===== config.mk =====
export PLATFORM = sky130hd
export DESIGN_NAME = prio_irq_ctrl
export DESIGN_NICKNAME = d
export VERILOG_FILES = /design/src/rtl/prio_irq_pkg.sv /design/src/rtl/irq_pin_sync.sv /design/src/rtl/irq_ctl_regs.sv /design/src/rtl/irq_pick.sv /design/src/rtl/irq_nest.sv /design/src/rtl/prio_irq_ctrl.sv
export SDC_FILE = /design/constraint.sdc
export NUM_CORES = 1
export LEC_CHECK = 0
export ABC_AREA = 1
export BUFFER_PORTS_ARGS = -buffer_cell sky130_fd_sc_hd__buf_2
export CORE_MARGIN = 5
export CORE_UTILIZATION = 40
export CTS_BUF_LIST = sky130_fd_sc_hd__clkbuf_4 sky130_fd_sc_hd__clkbuf_8
export DETAILED_ROUTE_END_ITERATION = 10
export PLACE_DENSITY = 0.73
export SYNTH_ARGS = -nofsm -noshare
export SYNTH_HDL_FRONTEND = slang
export SYNTH_SLANG_ARGS = --single-unit

===== constraint.sdc =====
create_clock -name clk -period 1.97 [get_ports clk]
set_input_delay 0.2955 -clock clk [delete_from_list [all_inputs] [get_ports clk]]
set_output_delay 0.2955 -clock clk [all_outputs]
set_load 0.005 [all_outputs]

===== src/rtl/prio_irq_pkg.sv =====
package prio_irq_pkg;
  localparam int NSRC  = 5;
  localparam int VEC_W = $clog2(NSRC);

  typedef enum logic [VEC_W-1:0] {
    SRC_EXT0 = 3'd0,
    SRC_TMR0 = 3'd1,
    SRC_EXT1 = 3'd2,
    SRC_TMR1 = 3'd3,
    SRC_SER  = 3'd4
  } src_e;

  // lowest set index wins: this is the fixed tie order
  function automatic logic [VEC_W-1:0] first_set(input logic [NSRC-1:0] v);
    logic [VEC_W-1:0] r;
    r = '0;
    for (int i = NSRC - 1; i >= 0; i--) begin
      if (v[i]) r = VEC_W'(i);
    end
    return r;
  endfunction

  // whether acknowledging this vector clears a latched flag
  function automatic logic owns_flag(input logic [VEC_W-1:0] vec,
                                     input logic [1:0] edge_mode);
    case (vec)
      SRC_EXT0: owns_flag = edge_mode[0];
      SRC_EXT1: owns_flag = edge_mode[1];
      SRC_TMR0, SRC_TMR1: owns_flag = 1'b1;
      default:  owns_flag = 1'b0;
    endcase
  endfunction

  // one-hot clear mask over the four flagged sources (index = vector)
  function automatic logic [3:0] clear_mask(input logic take,
                                            input logic [VEC_W-1:0] vec);
    logic [3:0] m;
    m = '0;
    if (take && vec < VEC_W'(4)) m[vec[1:0]] = 1'b1;
    return m;
  endfunction
endpackage


===== src/rtl/irq_pin_sync.sv =====
module irq_pin_sync #(
  parameter int STAGES = 2
) (
  input  logic clk,
  input  logic rst_n,
  input  logic pin_n,
  output logic fall_evt,
  output logic low_lvl
);
  // sh[STAGES-1] is the synchronized pin, sh[STAGES] its previous value
  logic [STAGES:0] sh;

  always_ff @(posedge clk or negedge rst_n) begin
    if (!rst_n) sh <= '1;
    else        sh <= {sh[STAGES-1:0], pin_n};
  end

  assign fall_evt = sh[STAGES] & ~sh[STAGES-1];
  assign low_lvl  = ~sh[STAGES-1];
endmodule


===== src/rtl/irq_ctl_regs.sv =====
module irq_ctl_regs #(
  parameter int REG_W = 8
) (
  input  logic             clk,
  input  logic             rst_n,
  input  logic             wr,
  input  logic [REG_W-1:0] wdata,
  input  logic [1:0]       ext_fall,
  input  logic [1:0]       tmr_ovf,
  input  logic [3:0]       clr,
  output logic [1:0]       ext_mode,
  output logic [1:0]       ext_flag,
  output logic [1:0]       tmr_flag,
  output logic [REG_W-1:0] rdata
);
  localparam int B_M0 = 0;
  localparam int B_F0 = 1;
  localparam int B_M1 = 2;
  localparam int B_F1 = 3;
  localparam int B_T0 = 5;
  localparam int B_T1 = 7;

  logic [1:0] mode_q, ef_q, tf_q;
  logic [1:0] ef_base, tf_base;
  logic [1:0] ef_set;

  // edge flags latch only in falling-edge mode
  assign ef_set = ext_fall & mode_q;

  always_comb begin
    ef_base = wr ? {wdata[B_F1], wdata[B_F0]} : ef_q;
    tf_base = wr ? {wdata[B_T1], wdata[B_T0]} : tf_q;
    ef_base = ef_base & ~{clr[2], clr[0]};
    tf_base = tf_base & ~{clr[3], clr[1]};
  end

  always_ff @(posedge clk or negedge rst_n) begin
    if (!rst_n) begin
      mode_q <= '0;
      ef_q   <= '0;
      tf_q   <= '0;
    end else begin
      if (wr) mode_q <= {wdata[B_M1], wdata[B_M0]};
      ef_q <= ef_base | ef_set;
      tf_q <= tf_base | tmr_ovf;
    end
  end

  always_comb begin
    rdata       = '0;
    rdata[B_M0] = mode_q[0];
    rdata[B_F0] = ef_q[0];
    rdata[B_M1] = mode_q[1];
    rdata[B_F1] = ef_q[1];
    rdata[B_T0] = tf_q[0];
    rdata[B_T1] = tf_q[1];
  end

  assign ext_mode = mode_q;
  assign ext_flag = ef_q;
  assign tmr_flag = tf_q;
endmodule


===== src/rtl/irq_pick.sv =====
module irq_pick
  import prio_irq_pkg::*;
(
  input  logic [NSRC-1:0]  pend,
  input  logic [NSRC-1:0]  prio,
  input  logic             in_hi,
  input  logic             in_lo,
  output logic             req,
  output logic [VEC_W-1:0] vec,
  output logic             win_hi
);
  logic [NSRC-1:0] hi_set, lo_set, cand;

  assign hi_set = pend & prio;
  assign lo_set = pend & ~prio;

  always_comb begin
    if (in_hi)      cand = '0;
    else if (in_lo) cand = hi_set;
    else            cand = (|hi_set) ? hi_set : lo_set;
  end

  assign req    = |cand;
  assign vec    = first_set(cand);
  assign win_hi = |(cand & prio);
endmodule


===== src/rtl/irq_nest.sv =====
module irq_nest (
  input  logic clk,
  input  logic rst_n,
  input  logic take,
  input  logic take_hi,
  input  logic ret,
  output logic in_hi,
  output logic in_lo
);
  logic hi_d, lo_d;

  always_comb begin
    hi_d = in_hi;
    lo_d = in_lo;
    if (ret) begin
      if (in_hi) hi_d = 1'b0;
      else       lo_d = 1'b0;
    end
    if (take) begin
      if (take_hi) hi_d = 1'b1;
      else         lo_d = 1'b1;
    end
  end

  always_ff @(posedge clk or negedge rst_n) begin
    if (!rst_n) begin
      in_hi <= 1'b0;
      in_lo <= 1'b0;
    end else begin
      in_hi <= hi_d;
      in_lo <= lo_d;
    end
  end
endmodule


===== src/rtl/prio_irq_ctrl.sv =====
module prio_irq_ctrl
  import prio_irq_pkg::*;
#(
  parameter int SYNC_STAGES = 2,
  parameter int REG_W       = 8
) (
  input  logic             clk,
  input  logic             rst_n,
  input  logic             lvl_wr,
  input  logic [REG_W-1:0] lvl_wdata,
  output logic [REG_W-1:0] lvl_rdata,
  input  logic             ctl_wr,
  input  logic [REG_W-1:0] ctl_wdata,
  output logic [REG_W-1:0] ctl_rdata,
  input  logic [1:0]       ext_n,
  input  logic [1:0]       tmr_ovf,
  input  logic             ser_rx,
  input  logic             ser_tx,
  input  logic [NSRC-1:0]  src_en,
  input  logic             glob_en,
  input  logic             vec_ack,
  input  logic             reti,
  output logic             irq_req,
  output logic [VEC_W-1:0] irq_vec,
  output logic             clr_pulse
);
  localparam int RSV_W = REG_W - NSRC;

  logic [1:0]       fall_evt, low_lvl;
  logic [1:0]       ext_mode, ext_flag, tmr_flag;
  logic [NSRC-1:0]  prio_q;
  logic [NSRC-1:0]  pend_raw, pend;
  logic             in_svc_hi, in_svc_lo;
  logic             win_hi;
  logic             ack_take;
  logic [3:0]       clr_mask;
  logic             clr_pulse_q;

  genvar g;
  generate
    for (g = 0; g < 2; g++) begin : g_pin
      irq_pin_sync #(.STAGES(SYNC_STAGES)) u_sync (
        .clk      (clk),
        .rst_n    (rst_n),
        .pin_n    (ext_n[g]),
        .fall_evt (fall_evt[g]),
        .low_lvl  (low_lvl[g])
      );
    end
  endgenerate

  // level register: reserved bits neither stored nor read back
  always_ff @(posedge clk or negedge rst_n) begin
    if (!rst_n)      prio_q <= '0;
    else if (lvl_wr) prio_q <= lvl_wdata[NSRC-1:0];
  end
  assign lvl_rdata = {{RSV_W{1'b0}}, prio_q};

  irq_ctl_regs #(.REG_W(REG_W)) u_regs (
    .clk      (clk),
    .rst_n    (rst_n),
    .wr       (ctl_wr),
    .wdata    (ctl_wdata),
    .ext_fall (fall_evt),
    .tmr_ovf  (tmr_ovf),
    .clr      (clr_mask),
    .ext_mode (ext_mode),
    .ext_flag (ext_flag),
    .tmr_flag (tmr_flag),
    .rdata    (ctl_rdata)
  );

  assign pend_raw[SRC_EXT0] = ext_mode[0] ? ext_flag[0] : low_lvl[0];
  assign pend_raw[SRC_TMR0] = tmr_flag[0];
  assign pend_raw[SRC_EXT1] = ext_mode[1] ? ext_flag[1] : low_lvl[1];
  assign pend_raw[SRC_TMR1] = tmr_flag[1];
  assign pend_raw[SRC_SER]  = ser_rx | ser_tx;
  assign pend = pend_raw & src_en & {NSRC{glob_en}};

  irq_pick u_pick (
    .pend   (pend),
    .prio   (prio_q),
    .in_hi  (in_svc_hi),
    .in_lo  (in_svc_lo),
    .req    (irq_req),
    .vec    (irq_vec),
    .win_hi (win_hi)
  );

  assign ack_take = vec_ack & irq_req;
  assign clr_mask = clear_mask(ack_take, irq_vec);

  irq_nest u_nest (
    .clk     (clk),
    .rst_n   (rst_n),
    .take    (ack_take),
    .take_hi (win_hi),
    .ret     (reti),
    .in_hi   (in_svc_hi),
    .in_lo   (in_svc_lo)
  );

  always_ff @(posedge clk or negedge rst_n) begin
    if (!rst_n) clr_pulse_q <= 1'b0;
    else        clr_pulse_q <= ack_take & owns_flag(irq_vec, ext_mode);
  end
  assign clr_pulse = clr_pulse_q;
endmodule


After elaboration in Yosys (flattened, before gate mapping)
Cells that the tools add are included.

Latch bits: 0. Bits in registers: 20. Input port bits: 34. Output and inout port bits: 21. Memory bits (read-only): 0. Bits in writable memories: 0. Memories: 0.

Bitwise logic cells: 20. $add $sub $neg: 0. Equality and inequality tests: 3. $mul: 0. Reductions and logical operators: 7. Magnitude comparators: 3. Shift-type cells: 0. Divide/modulo/power cells: 0. Mux-type cells: 23.

Operators with widths (number): 5-bit AND (5); 3-bit two-way mux (5); 5-bit two-way mux (3); 5-bit OR reduction (3); 1-bit two-way mux (10); 2-bit AND (3); 3-bit by 2-bit equality test with 1-bit output, second input constant (2); 5-bit NOT (1); 1-bit AND (4); 2-bit two-way mux (2); 4-bit two-way mux (1); 2-bit NOT (2); 2-bit OR (2); 3-bit by 1-bit equality test with 1-bit output, second input constant (1); 3-bit logical NOT (1); 2-bit by 3-bit less-than comparator with 1-bit output, second input constant (1); 3-bit less-than comparator, second input constant (1); 1-bit case mux with 3 select lines (1); 1-bit demux with 2-bit select (1); 2-bit by 1-bit greater-or-equal comparator with 1-bit output, second input constant (1); 1-bit logical AND (2); 1-bit NOT (2); 2-bit OR reduction (1); 1-bit OR (1).

Logic depth before layout (Yosys ltp)
Gate-level depths: netlist of run 1.

Depth after elaboration: 22. Gate-level depth with buffers: 15. Gate-level depth less buffers: 15.

Cells and area by module
Synthesis of run 1 repeated with hierarchy kept, for this count alone.

Cell total of the unflattened synthesis: 180. Area, all modules: 1249.9 um2.

By module, submodules not included: prio_irq_ctrl (cells an instance 60, area an instance 379.1 um2, times used 1); irq_ctl_regs (cells an instance 54, area an instance 365.4 um2, times used 1); irq_pick (cells an instance 44, area an instance 235.2 um2, times used 1); irq_pin_sync (cells an instance 6, area an instance 92.6 um2, times used 2); irq_nest (cells an instance 10, area an instance 85.1 um2, times used 1).

Least setup slack after synthesis of run 1
OpenSTA, ideal clock, no wires.

Kind: reg-to-reg. From: register g_pin[0].u_sync.sh[1]. To: register u_regs.ef_q[1], in the netlist u_regs.ext_flag[1]. Buffers on the path: 0. Stages on the path, launching flop included: 14. Slack: 0.336 ns. Data required time: 1.850 ns. Arrival time: 1.514 ns. Library setup time: 0.120 ns. Cell sequence: dfstp_2 > nand2_1 > nand3_2 > nor2_4 > nor2_4 > nand3_4 > nand2_1 > nand2_2 > nand2_4 > inv_2 > nor2_4 > nand2_1 > o21ai_1 > nand2_1.

Word-level cells in the longest chain between the ends: 21. Elaborated cells between the ends (all ways): 28. Those cells by class: order compare: 3; mux: 12; bitwise: 9; reduce/logical: 4.

RTL lines: start: declaration (RTL line irq_pin_sync.sv:11) `logic [STAGES:0] sh;`; start signal: assignment (RTL line irq_pin_sync.sv:15) `else sh <= {sh[STAGES-1:0], pin_n};`; 1-bit NOT (*) (RTL line irq_pin_sync.sv:19) `assign low_lvl = ~sh[STAGES-1];`; 1-bit two-way mux (*) (RTL line prio_irq_ctrl.sv:73) `assign pend_raw[SRC_EXT0] = ext_mode[0] ? ext_flag[0] : low_lvl[0];`; 5-bit AND (*) (2 in series) (RTL line prio_irq_ctrl.sv:78) `assign pend = pend_raw & src_en & {NSRC{glob_en}};`; 5-bit AND (RTL line irq_pick.sv:14) `assign hi_set = pend & prio;`; 5-bit OR reduction (RTL line irq_pick.sv:20) `else cand = (|hi_set) ? hi_set : lo_set;`; 5-bit two-way mux (RTL line irq_pick.sv:20); 5-bit two-way mux (*) (RTL line irq_pick.sv:19) `else if (in_lo) cand = hi_set;`; 5-bit two-way mux (*) (RTL line irq_pick.sv:18) `if (in_hi) cand = '0;`; [... 4 more ...]; net irq_vec[1] (RTL line prio_irq_ctrl.sv:24) `output logic [VEC_W-1:0] irq_vec,`; 2-bit by 3-bit less-than comparator with 1-bit output (not written as such) / 2-bit by 1-bit greater-or-equal comparator with 1-bit output (equally long branches) (RTL line prio_irq_pkg.sv:39) `if (take && vec < VEC_W'(4)) m[vec[1:0]] = 1'b1;`; 1-bit logical AND (not written as such) (RTL line prio_irq_pkg.sv:39); 1-bit two-way mux (not written as such) (RTL line prio_irq_pkg.sv:39); 1-bit demux with 2-bit select (RTL line prio_irq_pkg.sv:39); 4-bit two-way mux (*) (RTL line prio_irq_pkg.sv:39); 2-bit NOT (*) (RTL line irq_ctl_regs.sv:33) `ef_base = ef_base & ~{clr[2], clr[0]};`; 2-bit AND (*) (RTL line irq_ctl_regs.sv:33); 2-bit OR (*) (RTL line irq_ctl_regs.sv:44) `ef_q <= ef_base | ef_set;`; end signal: assignment (RTL line irq_ctl_regs.sv:44); end: declaration (RTL line irq_ctl_regs.sv:23) `logic [1:0] mode_q, ef_q, tf_q;`.

Mark *: on every way through the listed nets, which the timed path passes. The rest lies on a longest branch. A chain may end at the register's enable or synchronous reset.

Worst setup path after layout of run 1
From: register g_pin[0].u_sync.sh[1]. To: output irq_vec[0].

Word-level cells in the longest chain between the ends: 13. Elaborated cells between the ends (all ways): 14. Those cells by class: mux: 8; bitwise: 5; reduce/logical: 1.

RTL lines: 1-bit NOT (*) (RTL line irq_pin_sync.sv:19); 1-bit two-way mux (*) (RTL line prio_irq_ctrl.sv:73); 5-bit AND (*) (2 in series) (RTL line prio_irq_ctrl.sv:78); 5-bit AND (RTL line irq_pick.sv:14); 5-bit OR reduction (RTL line irq_pick.sv:20); 5-bit two-way mux (RTL line irq_pick.sv:20); 5-bit two-way mux (*) (RTL line irq_pick.sv:19); 5-bit two-way mux (*) (RTL line irq_pick.sv:18); 3-bit two-way mux (3 in series) (RTL line prio_irq_pkg.sv:18) `if (v[i]) r = VEC_W'(i);`; 3-bit two-way mux (*) (RTL line prio_irq_pkg.sv:18); end: declaration (RTL line prio_irq_ctrl.sv:24).

Mark *: on every way between the ends. The rest lies on a longest branch, timed or not.

==> results.yml, run 1 <==
global_routing:
  grt_max_degree: 21
  overflow: 0
  grt_pass1_wl_um: 4698
  grt_pass1_vias: 1070
  antenna_found_initial: 0
  track_usage: 0.1400
cts:
  cts_root_buf: "clkbuf_4"
  htreeDepth: 1
  clock-sinks: 20
  cts_tree: "done"
  clkSlewWorstSetupHoldPaths_ns: 0.12
  numCtsBuffers: 3
  clockBufferDepth: 2
  clock_latency_ns: 0.31
setup_path:
  path_class: "reg2out"
  start_kind: "flip-flop"
  cp.arrival_ns: 1.86
  worstPathMaxFanout: 5
  endpoint_kind: "primary output"
  crit_required_ns: 1.67
power_and_ir_drop:
  ir_worst_vdd_uv: 521.1
  p_total_mw: 1.243
  p_per_area_nw_per_um2: 784.6
  leakage_nw: 0.8396
logic_synthesis:
  synth.area.mux_share: 0.02872
  synth_top_area_cell: "dfrtp_1"
  netlist_top_cells_area: "dfrtp_1 (30%), dfstp_2 (13%), nand2_1 (13%)"
  netlist-cell-type-count: 28
  synth_ff_type: "dfrtp_1"
  synth.cell_area_sq_um: 1176
  ys_ff_latch: 20
  yosysWarningCount: 0
  ys_seq_area_frac: 0.4319
  synthTopCellsByCount: "nand2_1 (40), dfrtp_1 (14), inv_1 (14), o21ai_0 (9), nor2_1 (7)"
  synth_top_family_by_area: "simple AND/OR/NAND/NOR gates"
  synth_edf_count: 0
  ys_async_sr_fraction: 1.000
  synth.most_common_cell: "nand2_1"
  synthSimpleGateAreaFrac: 0.3340
  synth_area_per_cell_sq_um: 8.111
  synth_top_cell_area_share: 0.2979
  yosys.area_share.adder: 0
  postSynthCellCount: 145
  yosys.area_share.xor_xnor: 0
  synth-compound-area-share: 0.09681
floorplan:
  die_w_um: 64.23
  initial_utilization: 0.4229
  ios: 55
  row_count: 19
  die-height_um: 64.23
  core-area_sq_um: 2781
  die-area_sq_um: 4125
run_status:
  status: "finished, violations left"
  violations: "setup timing"
detailed_routing:
  vias: 1103
  drt-met1-wl_um: 1137
  drc: 0
  met2_length_um: 1393
  wire_per_inst_um: 11.99
  ant_nets: 0
  top_layer: "met4"
  drtPass1Iterations: 4
  wl_met3_um: 183
  wl_um: 2757
  drt_iter0_drc: 31
  vias_per_cell: 4.796
placement:
  place_ws_ns: 0.08186
  gp_congestion: 0.7933
  io_buffers: 44
  dp_hpwl_um: 2193
  placed_area_sq_um: 1416
final_layout:
  antennaDiodeCount: 0
  postLayoutCellArea_sq_um: 1584
  syn2layout_area_growth_pct: 34.68
  drive_above_1_share: 0.4874
  fin_nets: 234
  final-seq-area_sq_um: 508.0
  nFillCells: 264
  multi_input_area_sq_um: 608.1
hold_path:
  hold_class: "in2reg"
sta:
  drv_slew: 0
  fmax_ghz: 0.4649
  min_period_ns: 2.151
  finalSetupViolCount: 5
  grt_setup_unrepaired: "yes"
  setup_slack_ns: -0.1809
  tns_ns: -0.6159
  clock_skew_ns: 0.004955
  fin_crit_sh: 1.092
  hold_viol_final: 0
run:
  maxCapViolCount: 0
## per-stage QoR
stage	hold WS, ns	std cells	utilization
floorplan	-0.00009107	149	-
global placement	0.2670	218	0.5092
detailed placement	0.2631	218	0.5092
CTS	0.05648	228	0.5578
global route	0.05401	230	0.5695
finish	0.06204	230	0.5695
## cell type report
cell class,count,share of cell area
inverters,20,0.04739
flip-flops and latches,20,0.3207
multi-input cells,101,0.3839
well taps,31,0.02449
repair buffers,54,0.1904
clock buffers,3,0.01422
clock inverters,1,0.01896
## where the power goes
group	leakage (nW)	internal [mW]	switching (mW)
sequential	0.231	0.458	0.0414
combinational	0.581	0.178	0.221
clock	0.0279	0.206	0.139
total	0.840	0.842	0.401
## cells by family (layout without fill, tap and decap cells)
kind of cell | after synthesis | after routing
simple gates | 74 | 74
buf+inv | 28 | 78
flops | 20 | 20
compound gates | 19 | 19
mux | 3 | 3
other cells | 1 | 5
## critical path, stage by stage, from the launching register on
cell	delay, ns
dfstp_2	0.56
nand2_2	0.06
nand3_4	0.08
nor2_4	0.04
nor2_4	0.13
nand3_4	0.12
a21oi_2	0.17
nand2_1	0.09
nand2_1	0.08
nand2_2	0.07
inv_1	0.05
buf_2	0.10
## final timing paths
check / to / startpoint / cells after the start / slack, ns
min reg2reg: g_pin[1].u_sync.sh[1] / g_pin[1].u_sync.sh[0] / 0 / 0.37
min in group asynchronous: u_regs.tmr_flag[0] / rst_n / 2 / 0.44
min: g_pin[0].u_sync.sh[0] / ext_n[0] / 1 / 0.06
max: irq_vec[0] / g_pin[0].u_sync.sh[1] / 11 / -0.18
max in group asynchronous: g_pin[0].u_sync.sh[2] / rst_n / 2 / 1.18
max reg2reg: u_regs.tmr_flag[0] / g_pin[0].u_sync.sh[1] / 15 / -0.02
## layout by cell type, fill, tap and decap left out
master and count:
nand3_2 1, nand2_1 35, dlygate4sd3_1 1, dfstp_2 6, o21ai_1 3, nor2_1 7
nand2_2 9, nand4_4 1, inv_1 14, clkbuf_4 3, o21ai_0 9, mux2_2 3
nor3_1 1, o21ai_2 1, inv_2 6, buf_2 44, nand4_1 5, a21oi_1 2
conb_1 5, nand3_4 2, a21o_1 1, a31oi_1 1, nor2_2 1, dfrtp_1 14
a21oi_4 1, buf_6 1, nor3_4 1, nand3_1 4, nor2_4 4, a21oi_2 1
bufinv_16 1, nand2_4 3, buf_4 8
## state kept, by name, summed over array words and instances (netlist names)
name and count:
g_pin.u_sync.sh 6, prio_q 5, u_regs.ext_flag 2, u_regs.ext_mode 2
u_regs.tmr_flag 2, clr_pulse 1, u_nest.in_hi 1, u_nest.in_lo 1
## per-layer routing
metal  GRT usage  vias to the layer above
met5           0                        -
met4     0.04071                        0
met3     0.02977                        6
met2      0.2399                       37
met1      0.1762                      499
li1            -                      561
## repair_timing
action / in CTS / in global routing
buffers inserted: 5 / 2
resized for setup: 8 / 5
endpoints found under the hold margin: 14 / 0
pin swaps: 12 / 9
endpoints found under the setup margin: 4 / 7
hold buffers: 1 / 0
Power figures use the tool's default switching activity.
==> inputs of run 2 (changes only) <==
ABC_CLOCK_PERIOD_IN_PS = 1970   (was unset)
CAP_MARGIN = 20   (was unset)
CORE_UTILIZATION = 48   (was 40)
PLACE_DENSITY = 0.85   (was 0.73)
==> results.yml, run 2 (synthesis results as in run 1) <==
power_and_ir_drop:
  leakage_nw: 0.8518
  switching_share: 0.3270
  p_clk_frac: 0.269
  ir_worst_vdd_uv: 563.2
  p_int_mw: 0.8520
  p_per_area_nw_per_um2: 779.0
  combinationalPowerShare: 0.337
  p_sw_mw: 0.4140
  p_seq_frac: 0.395
cts:
  numCtsBuffers: 3
  clock-sinks: 20
  cts_tree: "done"
  clockBufferDepth: 2
  htreeDepth: 1
  clkSlewWorstSetupHoldPaths_ns: 0.12
  clock_latency_ns: 0.31
  cts_root_buf: "clkbuf_4"
setup_path:
  crit_family: "simple AND/OR/NAND/NOR gates"
  critPathMostFrequentCell: "nor2_4"
  start_kind: "flip-flop"
  slowest_delay_ns: 0.56
  worstPathMaxFanout: 5
  cp.arrival_ns: 1.88
  path_class: "reg2out"
  path_depth: 11
  critPathBufInv: 2
  endpoint_kind: "primary output"
  reg2reg_depth: 14
  critical_path.cell_chain: "nand2_2, nand3_4, nor2_4, nor2_4, nand3_4, nand2_2, nand2_4, nand2_4, inv_2, nor2_4, buf_2"
  cp_slowest_cell: "dfstp_2"
  crit_required_ns: 1.67
hold_path:
  holdPathStages: 1
  hold_class: "in2reg"
final_layout:
  syn2layout_area_growth_pct: 38.19
  antennaDiodeCount: 0
  layout_commonest_cell: "buf_2"
  fin_util: 0.6745
  largest_reg_flops: 6
  top_register: "g_pin.u_sync.sh"
  final_cell_mix: "buf_2 (43), nand2_1 (33), dfrtp_1 (14)"
  fin_nets: 237
  reg_top3: "g_pin.u_sync.sh x6, prio_q x5"
  postLayoutCellArea_sq_um: 1625
  drive_above_1_share: 0.5149
placement:
  gp_congestion: 0.7696
  io_buffers: 44
  dp_hpwl_um: 2062
  placed_area_sq_um: 1400
sta:
  finalSetupViolCount: 4
  fin_crit_sh: 1.105
  drv_slew: 0
  min_period_ns: 2.178
  hold_viol_final: 0
  clock_skew_ns: 0.006800
  setup_slack_ns: -0.2075
  grt_setup_unrepaired: "yes"
  holdWs_ns: 0.06343
  fmax_ghz: 0.4592
detailed_routing:
  drc: 0
  vias_per_cell: 4.927
  wl_um: 2915
  vias: 1143
  drt_iter0_drc: 31
  drtPass1Iterations: 4
  ant_nets: 0
  wire_per_inst_um: 12.56
global_routing:
  grt.met1_usage: 0.2234
  track_usage: 0.1808
  busiest_layer: "met2"
  overflow: 0
  met3_usage: 0.05229
  antenna_found_initial: 0
  met2_usage: 0.2949
  grt_max_degree: 21
  grt_pass1_wl_um: 4788
  grt_pass1_vias: 1120
floorplan:
  ios: 55
  row_count: 18
  initial_utilization: 0.4881
  core-area_sq_um: 2410
  die_w_um: 59.50
  die-height_um: 59.50
  die-area_sq_um: 3540
run_status:
  status: "finished, violations left"
  violations: "setup timing"
run:
  maxCapViolCount: 0
[run 2: cell count changes in the layout (fill, tap and decap cells not counted), moves of 2 or more]
cell and delta:
nand2_1 -2, nand2_2 +2, buf_4 +3, inv_2 +2
inv_1 -2
[run 2: power groups by stage]
stage / Clock, mW / Sequential (mW) / Combinational (mW)
after floorplan: 0 / 0.496 / 0.231
after global placement: 0 / 0.504 / 0.325
after detailed placement: 0 / 0.505 / 0.331
after CTS: 0.341 / 0.498 / 0.386
after global routing: 0.361 / 0.508 / 0.474
final: 0.340 / 0.500 / 0.426
[run 2: worst register-to-register path, delay by kind of cell (launching register included)]
kind / cells / cell delay [ns]
flip-flops: 1 / 0.56
buffers and inverters: 2 / 0.18
AO/OA/AOI/OAI: 1 / 0.14
AND/OR/NAND/NOR: 11 / 0.93
[run 2: area by class of cell]
| type | instances | area [sq um] |
|---|---|---|
| Clock inverter | 1 | 30.03 |
| Sequential cell | 20 | 508.0 |
| Timing Repair Buffer | 57 | 330.3 |
| Fill cell | 184 | 784.5 |
| Multi-Input combinational cell | 101 | 621.8 |
| Tap cell | 30 | 37.54 |
| Clock buffer | 3 | 22.52 |
| Inverter | 20 | 75.07 |
[run 2: final timing paths]
kind	start	to	slack, ns
setup / recovery	g_pin[0].u_sync.sh[1]	irq_vec[1]	-0.21
hold / removal	ext_n[0]	g_pin[0].u_sync.sh[0]	0.06
setup reg to reg	g_pin[0].u_sync.sh[1]	u_regs.ext_flag[0]	0.05
hold reg to reg	g_pin[1].u_sync.sh[0]	g_pin[1].u_sync.sh[1]	0.36
max in group asynchronous	rst_n	g_pin[1].u_sync.sh[2]	1.21
min in group asynchronous	rst_n	u_regs.tmr_flag[0]	0.43
[run 2: timing repair]
action,in CTS,in global routing
setup buffers,11,4
resized for setup,9,10
endpoints found under the setup margin,4,9
gates cloned,0,0
hold buffers,1,0
endpoints found under the hold margin,14,0
pin swaps,8,11
[run 2: metrics by stage]
stage / power (mW) / cells / setup TNS, ns / setup slack, ns
global placement: 0.8287 / 215 / 0 / 0.1437
floorplan: 0.7265 / 149 / 0 / 0.3355
global route: 1.342 / 232 / -1.242 / -0.3002
CTS: 1.226 / 231 / -0.7281 / -0.1758
finish: 1.266 / 232 / -0.7565 / -0.2075
detailed placement: 0.8355 / 215 / 0 / 0.1100
[run 2: routing by layer]
layer  share of wire  up-vias
met3           0.078        7
met5               0        -
met2            0.48       52
met4           0.014        0
met1            0.43      519
li1                -      565
